--- config.mk ---
export PLATFORM = sky130hd
export DESIGN_NAME = pwm_fault_guard
export DESIGN_NICKNAME = d
export VERILOG_FILES = /design/src/rtl/pfg_pkg.sv /design/src/rtl/pfg_filter.sv /design/src/rtl/pfg_status.sv /design/src/rtl/pfg_force.sv /design/src/rtl/pwm_fault_guard.sv
export SDC_FILE = /design/constraint.sdc
export NUM_CORES = 1
export LEC_CHECK = 0
export CORE_MARGIN = 3
export CORE_UTILIZATION = 35
export CTS_BUF_LIST = sky130_fd_sc_hd__clkbuf_8
export DETAILED_ROUTE_END_ITERATION = 12
export GPL_ROUTABILITY_DRIVEN = 0
export GPL_TIMING_DRIVEN = 1
export PLACE_DENSITY = 0.82
export SYNTH_ARGS = -nofsm -noshare
export SYNTH_HDL_FRONTEND = slang
export SYNTH_HIERARCHICAL = 1
export SYNTH_SLANG_ARGS = --single-unit
--- constraint.sdc ---
create_clock -name clk -period 1.5 [get_ports clk]
set_input_delay 0.225 -clock clk [delete_from_list [all_inputs] [get_ports clk]]
set_output_delay 0.225 -clock clk [all_outputs]
set_load 0.02 [all_outputs]
--- src/rtl/pfg_pkg.sv ---
`timescale 1ns/1ps
package pfg_pkg;

    typedef enum logic {
        MODE_FOLLOW = 1'b0,
        MODE_HOLD   = 1'b1
    } flt_mode_e;

    typedef struct packed {
        logic hi;
        logic lo;
    } drv_pair_t;

    // Polarity-adjusted fault level: 1 means the fault is asserted.
    function automatic logic fault_active(input logic lvl, input logic pol);
        return lvl ~^ pol;
    endfunction

endpackage

--- src/rtl/pfg_filter.sv ---
`timescale 1ns/1ps
module pfg_filter #(
    parameter int FILT_LEN = 3
) (
    input  logic clk,
    input  logic rst,
    input  logic act_raw,
    output logic act_filt
);
    localparam int CW = (FILT_LEN > 1) ? $clog2(FILT_LEN) : 1;

    logic [1:0]    sync_q;
    logic [CW-1:0] run_q;
    logic          filt_q;

    always_ff @(posedge clk) begin
        if (rst) begin
            sync_q <= '0;
            run_q  <= '0;
            filt_q <= 1'b0;
        end else begin
            sync_q <= {sync_q[0], act_raw};
            if (sync_q[1] == filt_q) begin
                run_q <= '0;
            end else if (run_q == CW'(FILT_LEN - 1)) begin
                filt_q <= sync_q[1];
                run_q  <= '0;
            end else begin
                run_q <= run_q + 1'b1;
            end
        end
    end

    assign act_filt = filt_q;
endmodule

--- src/rtl/pfg_status.sv ---
`timescale 1ns/1ps
module pfg_status
    import pfg_pkg::*;
(
    input  logic      clk,
    input  logic      rst,
    input  logic      filt,
    input  flt_mode_e mode,
    input  logic      clr,
    input  logic      irq_on,
    input  logic      rd,
    output logic      st,
    output logic      pend
);
    logic st_q, st_nxt, pend_q;

    always_comb begin
        unique case (mode)
            MODE_FOLLOW: st_nxt = filt;
            MODE_HOLD:   st_nxt = filt | (st_q & ~clr);
            default:     st_nxt = filt;
        endcase
    end

    always_ff @(posedge clk) begin
        if (rst) begin
            st_q   <= 1'b0;
            pend_q <= 1'b0;
        end else begin
            st_q <= st_nxt;
            if (st_nxt && !st_q && irq_on)
                pend_q <= 1'b1;
            else if (rd)
                pend_q <= 1'b0;
        end
    end

    assign st   = st_q;
    assign pend = pend_q;
endmodule

--- src/rtl/pfg_force.sv ---
`timescale 1ns/1ps
module pfg_force
    import pfg_pkg::*;
#(
    parameter int NCH = 4,
    parameter int NF  = 3
) (
    input  logic [NF-1:0]     act_raw,
    input  logic [NF-1:0]     status,
    input  logic [NCH*NF-1:0] en,
    input  logic [NCH-1:0]    hval,
    input  logic [NCH-1:0]    lval,
    input  logic [NCH-1:0]    h_in,
    input  logic [NCH-1:0]    l_in,
    output logic [NCH-1:0]    h_out,
    output logic [NCH-1:0]    l_out,
    output logic [NCH-1:0]    trip
);
    for (genvar ch = 0; ch < NCH; ch++) begin : g_ch
        logic [NF-1:0] hit;
        drv_pair_t     wave, safe, drv;

        assign hit  = en[ch*NF +: NF] & (act_raw | status);
        assign wave = '{hi: h_in[ch], lo: l_in[ch]};
        assign safe = '{hi: hval[ch], lo: lval[ch]};
        assign drv  = (|hit) ? safe : wave;

        assign h_out[ch] = drv.hi;
        assign l_out[ch] = drv.lo;
        assign trip[ch]  = |hit;
    end
endmodule

--- src/rtl/pwm_fault_guard.sv ---
`timescale 1ns/1ps
module pwm_fault_guard
    import pfg_pkg::*;
#(
    parameter int NCH      = 4,
    parameter int NF       = 3,
    parameter int FILT_LEN = 3
) (
    input  logic              clk,
    input  logic              rst,
    input  logic [NF-1:0]     flt_raw,
    input  logic [NF-1:0]     cfg_pol,
    input  logic [NF-1:0]     cfg_mode,
    input  logic [NCH*NF-1:0] cfg_en,
    input  logic [NCH-1:0]    cfg_hval,
    input  logic [NCH-1:0]    cfg_lval,
    input  logic [NF-1:0]     irq_en,
    input  logic [NF-1:0]     irq_mask,
    input  logic [NF-1:0]     flt_clr,
    input  logic              sts_rd,
    input  logic [NCH-1:0]    pwm_h_in,
    input  logic [NCH-1:0]    pwm_l_in,
    output logic [NCH-1:0]    pwm_h_out,
    output logic [NCH-1:0]    pwm_l_out,
    output logic [NCH-1:0]    cnt_rst,
    output logic [NF-1:0]     flt_status,
    output logic [NF-1:0]     irq_pend,
    output logic              irq
);
    logic [NF-1:0] act_raw;
    logic [NF-1:0] act_filt;

    for (genvar f = 0; f < NF; f++) begin : g_flt
        assign act_raw[f] = fault_active(flt_raw[f], cfg_pol[f]);

        pfg_filter #(.FILT_LEN(FILT_LEN)) u_filt (
            .clk      (clk),
            .rst      (rst),
            .act_raw  (act_raw[f]),
            .act_filt (act_filt[f])
        );

        pfg_status u_stat (
            .clk    (clk),
            .rst    (rst),
            .filt   (act_filt[f]),
            .mode   (flt_mode_e'(cfg_mode[f])),
            .clr    (flt_clr[f]),
            .irq_on (irq_en[f] & ~irq_mask[f]),
            .rd     (sts_rd),
            .st     (flt_status[f]),
            .pend   (irq_pend[f])
        );
    end

    pfg_force #(.NCH(NCH), .NF(NF)) u_force (
        .act_raw (act_raw),
        .status  (flt_status),
        .en      (cfg_en),
        .hval    (cfg_hval),
        .lval    (cfg_lval),
        .h_in    (pwm_h_in),
        .l_in    (pwm_l_in),
        .h_out   (pwm_h_out),
        .l_out   (pwm_l_out),
        .trip    (cnt_rst)
    );

    assign irq = |irq_pend;
endmodule

# Yosys cells after proc, flatten, opt, wreduce, memory -nomap -nowiden
# Index checks and enable logic that the tools add are counted.
[classes]
reduce_logical = 23
add_sub_neg = 3
n_eq_ne = 6
muxes = 11
bitwise_logic = 29
[op_table]
columns = ["cell", "count"]
rows = [
  ["$reduce_or A3 Y1", 8],
  ["$and A3 B3 Y3", 4],
  ["$not A1 Y1", 12],
  ["$mux W2", 4],
  ["$add A2 B1 Y2 const B", 3],
  ["$and A1 B1 Y1", 6],
  ["$eq A2 B2 Y1 const B", 3],
  ["$logic_and A1 B1 Y1", 6],
  ["$pmux W1 S2", 3],
  ["$reduce_and A2 Y1", 3],
  ["$reduce_bool A2 Y1", 3],
  ["$mux W1", 4],
  ["$eq A1 B1 Y1", 3],
  ["$logic_not A1 Y1", 3],
  ["$or A1 B1 Y1", 3],
  ["$or A3 B3 Y3", 1],
  ["$xnor A1 B1 Y1", 3],
]
[word_totals]
input_bits = 49
ff_bits = 21

# Longest topological paths before layout
# Gate-level depths: netlist of the first run.
[depth]
ltp_word = 7
depth_mapped = 4
ltp_nobuf = 4

# Modules after synthesis
# The synthesis of the first run kept the hierarchy.
[modules_own_cells]
columns = ["mod", "instances", "area_per_inst_um2", "cells_per_inst"]
rows = [
  ["pfg_filter", 3, 163.9, 14],
  ["pfg_status", 3, 75.1, 8],
  ["pfg_force", 1, 170.2, 24],
  ["pwm_fault_guard", 1, 51.3, 7],
]

# Least setup slack after synthesis of the first run
# No wires, ideal clock.
[synth_path]
path_kind = "register -> output"
start = "reg g_flt[2].u_stat.st_q"
end = "out pwm_h_out[0]"
arrival_ns = 1.293
required_time_ns = 1.275
slack_ns = -0.018
path_buffers = 0
path_stages_with_launch = 4
cell_sequence = "dfxtp_1 o21ai_0 nand3_1 mux2_2"
[synth_between]
elab_chain_cells = 4
[synth_rtl]
columns = ["element", "line", "rtl"]
rows = [
  ["from (decl)", "pfg_status.sv:15", "logic st_q, st_nxt, pend_q;"],
  ["from (signal assigned)", "pfg_status.sv:30", "st_q <= st_nxt;"],
  ["$or A3 B3 Y3", "pfg_force.sv:23", "assign hit = en[ch*NF +: NF] & (act_raw | status);"],
  ["$and A3 B3 Y3", "pfg_force.sv:23", ""],
  ["$reduce_or A3 Y1", "-", ""],
  ["named net cnt_rst[0]", "pwm_fault_guard.sv:25", "output logic [NCH-1:0] cnt_rst,"],
  ["$mux W2", "pfg_force.sv:26", "assign drv = (|hit) ? safe : wave;"],
  ["to (decl)", "pwm_fault_guard.sv:23", "output logic [NCH-1:0] pwm_h_out,"],
]
# The timed path passes the listed nets, and every way through them passes these cells.

# Worst setup path after layout of the first run
[layout_path]
start = "reg g_flt[2].u_stat.st_q"
end = "out pwm_h_out[3]"
[layout_between]
elab_chain_cells = 4
[layout_rtl]
columns = ["element", "line"]
rows = [
  ["$or A3 B3 Y3", "pfg_force.sv:23"],
  ["$and A3 B3 Y3", "pfg_force.sv:23"],
  ["$reduce_or A3 Y1", "pfg_force.sv:26"],
  ["$mux W2", "pfg_force.sv:26"],
]
# Every way passes these cells.

==> results of run 1 <==
## tightest hold or removal path, cell delays in order
cell	delay [ns]
buf_2	0.13
xnor2_4	0.11
nor2b_1	0.14
## path summary, 6_finish.rpt
kind | slack, ns | endpoint | from | cells after the start
setup / recovery | -0.12 | pwm_h_out[3] | g_flt[2].u_stat/st$_SDFF_PP0_ | 4
hold / removal | 0.40 | g_flt[1].u_filt/sync_q[0]$_SDFF_PP0_ | flt_raw[1] | 3
setup reg to reg | 0.47 | g_flt[2].u_filt/run_q[1]$_SDFF_PP0_ | g_flt[2].u_filt/run_q[0]$_SDFF_PP0_ | 3
hold reg to reg | 0.42 | g_flt[1].u_filt/run_q[0]$_SDFF_PP0_ | g_flt[1].u_filt/run_q[0]$_SDFF_PP0_ | 1
## routing by layer
| metal | part of all wire, % | GRT usage, % | up-vias |
|---|---|---|---|
| met5 | 0 | 0 | - |
| met4 | 2.2 | 10.3 | 0 |
| met3 | 10 | 6.68 | 7 |
| met2 | 49 | 34.8 | 57 |
| met1 | 38 | 22.4 | 477 |
| li1 | - | - | 512 |
## where the power goes
part | internal [mW] | switching (mW)
Clock | 0.182 | 0.170
Sequential | 0.566 | 0.00574
Combinational | 0.284 | 0.183
Total | 1.03 | 0.359
## repair_timing
item / in CTS / in global routing
setup endpoints to repair: 16 / 13
buffers inserted: 4 / 0
gates resized for setup: 125 / 9
pin swaps: 16 / 6
## logic make-up (layout without fill, tap and decap cells)
logic type / count (synthesis) / count (layout) / share of synthesized area, %
simple gates: 32 / 32 / 20.8
compound gates: 18 / 18 / 9.60
fa+ha+maj: 3 / 3 / 4.00
xor+xnor: 6 / 6 / 5.60
buf+inv: 6 / 89 / 2.40
mux: 11 / 11 / 12.8
flops: 21 / 21 / 44.8
## state kept, by name, summed over array words and instances (netlist names)
| register | flops |
|---|---|
| g_flt.u_stat/st | 3 |
| g_flt.u_filt/sync_q | 6 |
| g_flt.u_filt/run_q | 6 |
| g_flt.u_stat/pend | 3 |
| g_flt.u_filt/act_filt | 3 |
## cell usage in the layout, fill, tap and decap left out, types with 4 or more instances in the layout
master and n:
mux2_4 6, dlygate4sd2_1 5, dfxtp_1 18, nand3_2 4
nand3b_1 6, nor4_1 6, buf_4 11, nor2b_1 9
buf_6 11, inv_1 7, clkdlybuf4s50_1 43, buf_2 5
a21oi_1 6, o21ai_2 10
## final cells by class
type / count / area (µm²)
Inverter: 6 / 22.5
Clock inverter: 1 / 3.75
Multi-Input combinational cell: 70 / 632
Clock buffer: 3 / 41.3
Fill cell: 167 / 614
Tap cell: 30 / 37.5
Timing Repair Buffer: 79 / 739
Sequential cell: 21 / 432
==> results.sh, run 1 <==
export IMPL_ant_nets=0
export IMPL_ios=68
export IMPL_clkSinkCount=21
export IMPL_cts_buffers=3
export IMPL_ys_warn_count=6
export IMPL_worstPathCellList="o21ai_2 > nand3_2 > mux2_4 > buf_6"
export IMPL_cts_root_buffer="clkbuf_8"
export IMPL_crit_path_top_delay_cell="dfxtp_4"
export IMPL_antenna_found_initial=0
export IMPL_synth_edf_count=0
export IMPL_end_kind="output port"
export IMPL_synthArstFlopShare_pct=0
export IMPL_placed_area_um2=1730
export IMPL_fmax_ghz=0.619
export IMPL_rows=18
export IMPL_power_mw=1.39
export IMPL_totalWireLength_mm=3.16
export IMPL_synthDistinctLibCells=15
export IMPL_wl_per_cell_um=15.0
export IMPL_drive_above_1_share_pct=33.9
export IMPL_worst_path_buf_inv=1
export IMPL_cp_max_fo=5
export IMPL_synth_seq_cells=21
export IMPL_route_detailed_drc=0
export IMPL_hold_violations=0
export IMPL_finalSetupViolCount=10
export IMPL_syn_area_um2=938
export IMPL_place_ws_ns=-0.881
export IMPL_start_kind="flip-flop"
export IMPL_synth_area_leaders="dfxtp_1 (45%), mux2_2 (9.6%), o21ai_0 (6.4%)"
export IMPL_setup_tns_ns=-0.770
export IMPL_dr_first_iter_drc_count=12
export IMPL_dpl_hpwl_mm=2.24
export IMPL_htree_levels=1
export IMPL_num_vias=1053
export IMPL_maxCapViolCount=0
export IMPL_dpl_cell_count=203
export IMPL_critPathMaxStageDelay_ns=0.37
export IMPL_grt_usage_pct=20.4
export IMPL_num_antenna_cells=0
export IMPL_die_area_um2=3340
export IMPL_cp_arrival_ns=1.39
export IMPL_layout_setup_ws_ns=-0.116
export IMPL_syn_inst=97
export IMPL_period_share_pct=108
export IMPL_grt_pass1_wl_mm=5.24
export IMPL_syn_nets=149
export IMPL_ctsHoldBuffers=0
export IMPL_total_leakage_power_nw=0.790
export IMPL_outcome="complete, but fails checks"
export IMPL_skew_ns=0.00746
export IMPL_clock_latency_ns=0.26
export IMPL_p_per_area_nw_per_um2=729
export IMPL_peakVddDrop_mv=0.612
export IMPL_worst_pin_slew_ns=0.396
export IMPL_synthFlopType="dfxtp_1"
export IMPL_port_buffers=67
export IMPL_cts_tree="built"
export IMPL_rsz0062_at_grt="yes"
export IMPL_design_area_um2=1910
export IMPL_synth_largest_area_cell="dfxtp_1"
export IMPL_relSlewSlack_pct=73.5
export IMPL_nets=233
export IMPL_whs_ns=0.400
export IMPL_drtPass1Iterations=4
export IMPL_syn2layout_area_growth_pct=103
export IMPL_clkSlewWorstSetupHoldPaths_ns=0.07
export IMPL_synth_top_cell_area_share_pct=44.8
export IMPL_overflow=0
export IMPL_grt_max_degree=12
export IMPL_yosysMostFrequentCell="dfxtp_1"
export IMPL_layout_cells_non_filler=210
export IMPL_violations="setup timing"
export IMPL_fin_util_pct=75.6
export IMPL_clk_path_buf_depth=2
export IMPL_core_area_um2=2520
export IMPL_synthTopCellsByCount="dfxtp_1 (21), o21ai_0 (12), nor2b_1 (9), mux2_2 (8)"
export IMPL_die_x_um=57.8
export IMPL_drt_vias_per_instance=5.01
export IMPL_ys_seq_area_share_pct=44.8
export IMPL_critical_path_class="flip-flop to output port"
export IMPL_cpLargestDelayFamily="flip-flops"
export IMPL_slew_viol_final=0
export IMPL_finalCriticalPeriod_ns=1.62
export IMPL_crit_required_ns=1.27
export IMPL_grt_pass1_vias=1189
export IMPL_min_path_type="input port to flip-flop"
export IMPL_syn_area_per_cell_um2=9.67
export IMPL_die_h_um=57.8
export IMPL_initial_core_util_pct=37.2
No activity file was read; power rests on OpenSTA's default activity.
==> inputs of run 2 (changes only) <==
--- a/config.mk
+++ b/config.mk
@@ -6,12 +6,12 @@
 export NUM_CORES = 1
 export LEC_CHECK = 0
 export CORE_MARGIN = 3
-export CORE_UTILIZATION = 35
+export CORE_UTILIZATION = 32
 export CTS_BUF_LIST = sky130_fd_sc_hd__clkbuf_8
 export DETAILED_ROUTE_END_ITERATION = 12
 export GPL_ROUTABILITY_DRIVEN = 0
 export GPL_TIMING_DRIVEN = 1
-export PLACE_DENSITY = 0.82
+export PLACE_DENSITY = 0.79
 export SYNTH_ARGS = -nofsm -noshare
 export SYNTH_HDL_FRONTEND = slang
 export SYNTH_HIERARCHICAL = 1
==> constraint.sdc (replaced) <==
create_clock -name clk -period 1.42 [get_ports clk]
set_input_delay 0.213 -clock clk [delete_from_list [all_inputs] [get_ports clk]]
set_output_delay 0.213 -clock clk [all_outputs]
set_load 0.02 [all_outputs]
==> results.sh, run 2 (same netlist as run 1, synthesis figures left out) <==
export IMPL_outcome="complete, but fails checks"
export IMPL_violations="setup timing"
export IMPL_rsz0062_at_grt="yes"
export IMPL_final_cell_mix="clkdlybuf4s50_1 (40), dfxtp_1 (18), buf_6 (13)"
export IMPL_maxCapViolCount=0
export IMPL_nets=232
export IMPL_clkSinkCount=21
export IMPL_drive_above_1_share_pct=34.6
export IMPL_rr_endpoint="g_flt[0].u_filt/run_q[1]$_SDFF_PP0_"
export IMPL_slew_viol_final=0
export IMPL_p_int_mw=1.11
export IMPL_htree_levels=1
export IMPL_finalSetupViolCount=9
export IMPL_worst_pin_slew_ns=0.282
export IMPL_peakVddDrop_mv=0.545
export IMPL_pwr_share_seq_pct=40.2
export IMPL_p_sw_share_pct=26.6
export IMPL_p_sw_uw=400
export IMPL_total_leakage_power_nw=0.817
export IMPL_min_path_type="input port to flip-flop"
export IMPL_relSlewSlack_pct=81.2
export IMPL_syn2layout_area_growth_pct=112
export IMPL_placed_area_um2=1740
export IMPL_overflow=0
export IMPL_clock_latency_ns=0.25
export IMPL_p_clk_share_pct=24.3
export IMPL_dpl_hpwl_mm=2.34
export IMPL_period_share_pct=113
export IMPL_worstPathCellList="o21ai_2 > nand3_4 > mux2_4 > buf_6"
export IMPL_design_area_um2=1990
export IMPL_top_regs="g_flt.u_filt/run_q x6, g_flt.u_filt/sync_q x6"
export IMPL_cts_buffers=3
export IMPL_grt_pass1_wl_mm=4.70
export IMPL_reg2reg_depth=3
export IMPL_end_kind="output port"
export IMPL_cp_arrival_ns=1.40
export IMPL_power_frac_comb_pct=35.6
export IMPL_clk_path_buf_depth=2
export IMPL_grt_max_degree=22
export IMPL_totalWireLength_mm=3.38
export IMPL_dr_first_iter_drc_count=5
export IMPL_num_antenna_cells=0
export IMPL_drtPass1Iterations=4
export IMPL_whs_path_depth=3
export IMPL_core_area_um2=2780
export IMPL_drt_vias_per_instance=5.05
export IMPL_crit_required_ns=1.21
export IMPL_hold_violations=0
export IMPL_regToRegSetupSlack_ns=0.40
export IMPL_cp_max_fo=5
export IMPL_crit_path_top_delay_cell="dfxtp_4"
export IMPL_grt_pass1_vias=1134
export IMPL_crit_path_end="pwm_l_out[1]"
export IMPL_rows=19
export IMPL_die_h_um=60.2
export IMPL_finalCriticalPeriod_ns=1.61
export IMPL_start_kind="flip-flop"
export IMPL_ios=68
export IMPL_power_mw=1.51
export IMPL_die_area_um2=3620
export IMPL_cts_tree="built"
export IMPL_worstReg2RegStart="g_flt[0].u_filt/run_q[0]$_SDFF_PP0_"
export IMPL_initial_core_util_pct=33.7
export IMPL_critPathMaxStageDelay_ns=0.38
export IMPL_setup_tns_ns=-1.43
export IMPL_ant_nets=0
export IMPL_skew_ns=0.000551
export IMPL_port_buffers=67
export IMPL_whs_ns=0.390
export IMPL_cts_root_buffer="clkbuf_8"
export IMPL_wl_per_cell_um=16.1
export IMPL_route_detailed_drc=0
export IMPL_die_x_um=60.2
export IMPL_antenna_found_initial=0
export IMPL_clkSlewWorstSetupHoldPaths_ns=0.07
export IMPL_p_per_area_nw_per_um2=757
export IMPL_fmax_ghz=0.621
export IMPL_startpoint="g_flt[1].u_stat/st$_SDFF_PP0_"
export IMPL_critical_path_class="flip-flop to output port"
export IMPL_layout_setup_ws_ns=-0.190
export IMPL_grt_usage_pct=17.8
export IMPL_num_vias=1060
export IMPL_final_common_cell="clkdlybuf4s50_1"
-- run 2: per-layer routing --
metal	GRT usage, %	part of all wire (%)	routed length, µm
met3	7.13	10	353
met2	29.8	50	1680
met1	20.2	38	1290
met5	0	0	0
met4	6.65	1.7	58
-- run 2: worst min-delay path by stage --
stage / from / to / slack, ns
6_report: flt_raw[1] / g_flt[1].u_filt/sync_q[0]$_SDFF_PP0_ / 0.39
2_1_floorplan: rst / g_flt[2].u_stat/st$_SDFF_PP0_ / 0.27
4_1_cts: flt_raw[1] / g_flt[1].u_filt/sync_q[0]$_SDFF_PP0_ / 0.37
3_5_place_dp: g_flt[2].u_filt/run_q[0]$_SDFF_PP0_ / g_flt[2].u_filt/run_q[0]$_SDFF_PP0_ / 0.41
3_3_place_gp: g_flt[2].u_filt/run_q[0]$_SDFF_PP0_ / g_flt[2].u_filt/run_q[0]$_SDFF_PP0_ / 0.41
5_1_grt: flt_raw[1] / g_flt[1].u_filt/sync_q[0]$_SDFF_PP0_ / 0.40
-- run 2: area by class of cell --
| class | instances | area (µm²) |
|---|---|---|
| clock buffers | 3 | 41.3 |
| flip-flops and latches | 21 | 432 |
| multi-input cells | 70 | 703 |
| inverters | 6 | 22.5 |
| clock inverters | 1 | 3.75 |
| repair buffers | 78 | 748 |
| fillers | 190 | 792 |
| well taps | 31 | 38.8 |
-- run 2: timing repair --
action	in CTS	in global routing
hold buffers	0	0
pin swaps	16	6
gates cloned	0	0
buffers inserted	2	3
setup endpoints to repair	19	13
gates resized for setup	129	25
-- run 2: power by group through the flow --
stage | logic (mW) | registers [mW] | clock network [mW]
2_1_floorplan | 0.161 | 0.622 | 0
3_3_place_gp | 0.413 | 0.622 | 0
3_5_place_dp | 0.420 | 0.623 | 0
4_1_cts | 0.480 | 0.606 | 0.377
5_1_grt | 0.564 | 0.606 | 0.398
6_report | 0.535 | 0.605 | 0.366
-- run 2: critical path, delay by kind of cell (launching register included) --
| kind | cells | cell delay (ns) |
|---|---|---|
| and+or+nand+nor | 1 | 0.12 |
| AOI/OAI and AO/OA | 1 | 0.19 |
| buffers and inverters | 1 | 0.13 |
| muxes | 1 | 0.32 |
| DFF | 1 | 0.38 |
-- run 2: per-stage QoR --
stage / worst slack, ns / std cells / util (%)
after floorplan: 0.00322 / 97 / -
after global placement: -0.888 / 203 / 62.6
after detailed placement: -0.940 / 203 / 62.6
after CTS: -0.179 / 208 / 68.4
after global routing: -0.217 / 210 / 71.5
final: -0.190 / 210 / 71.5
==> inputs of run 3 (changes only) <==
--- a/config.mk
+++ b/config.mk
@@ -10,8 +10,8 @@
 export CTS_BUF_LIST = sky130_fd_sc_hd__clkbuf_8
 export DETAILED_ROUTE_END_ITERATION = 12
 export GPL_ROUTABILITY_DRIVEN = 0
-export GPL_TIMING_DRIVEN = 1
 export PLACE_DENSITY = 0.79
+export SLEW_MARGIN = 20
 export SYNTH_ARGS = -nofsm -noshare
 export SYNTH_HDL_FRONTEND = slang
 export SYNTH_HIERARCHICAL = 1
==> results of run 3 <==
Final layout, timing and power as in run 2 (identical DEF).
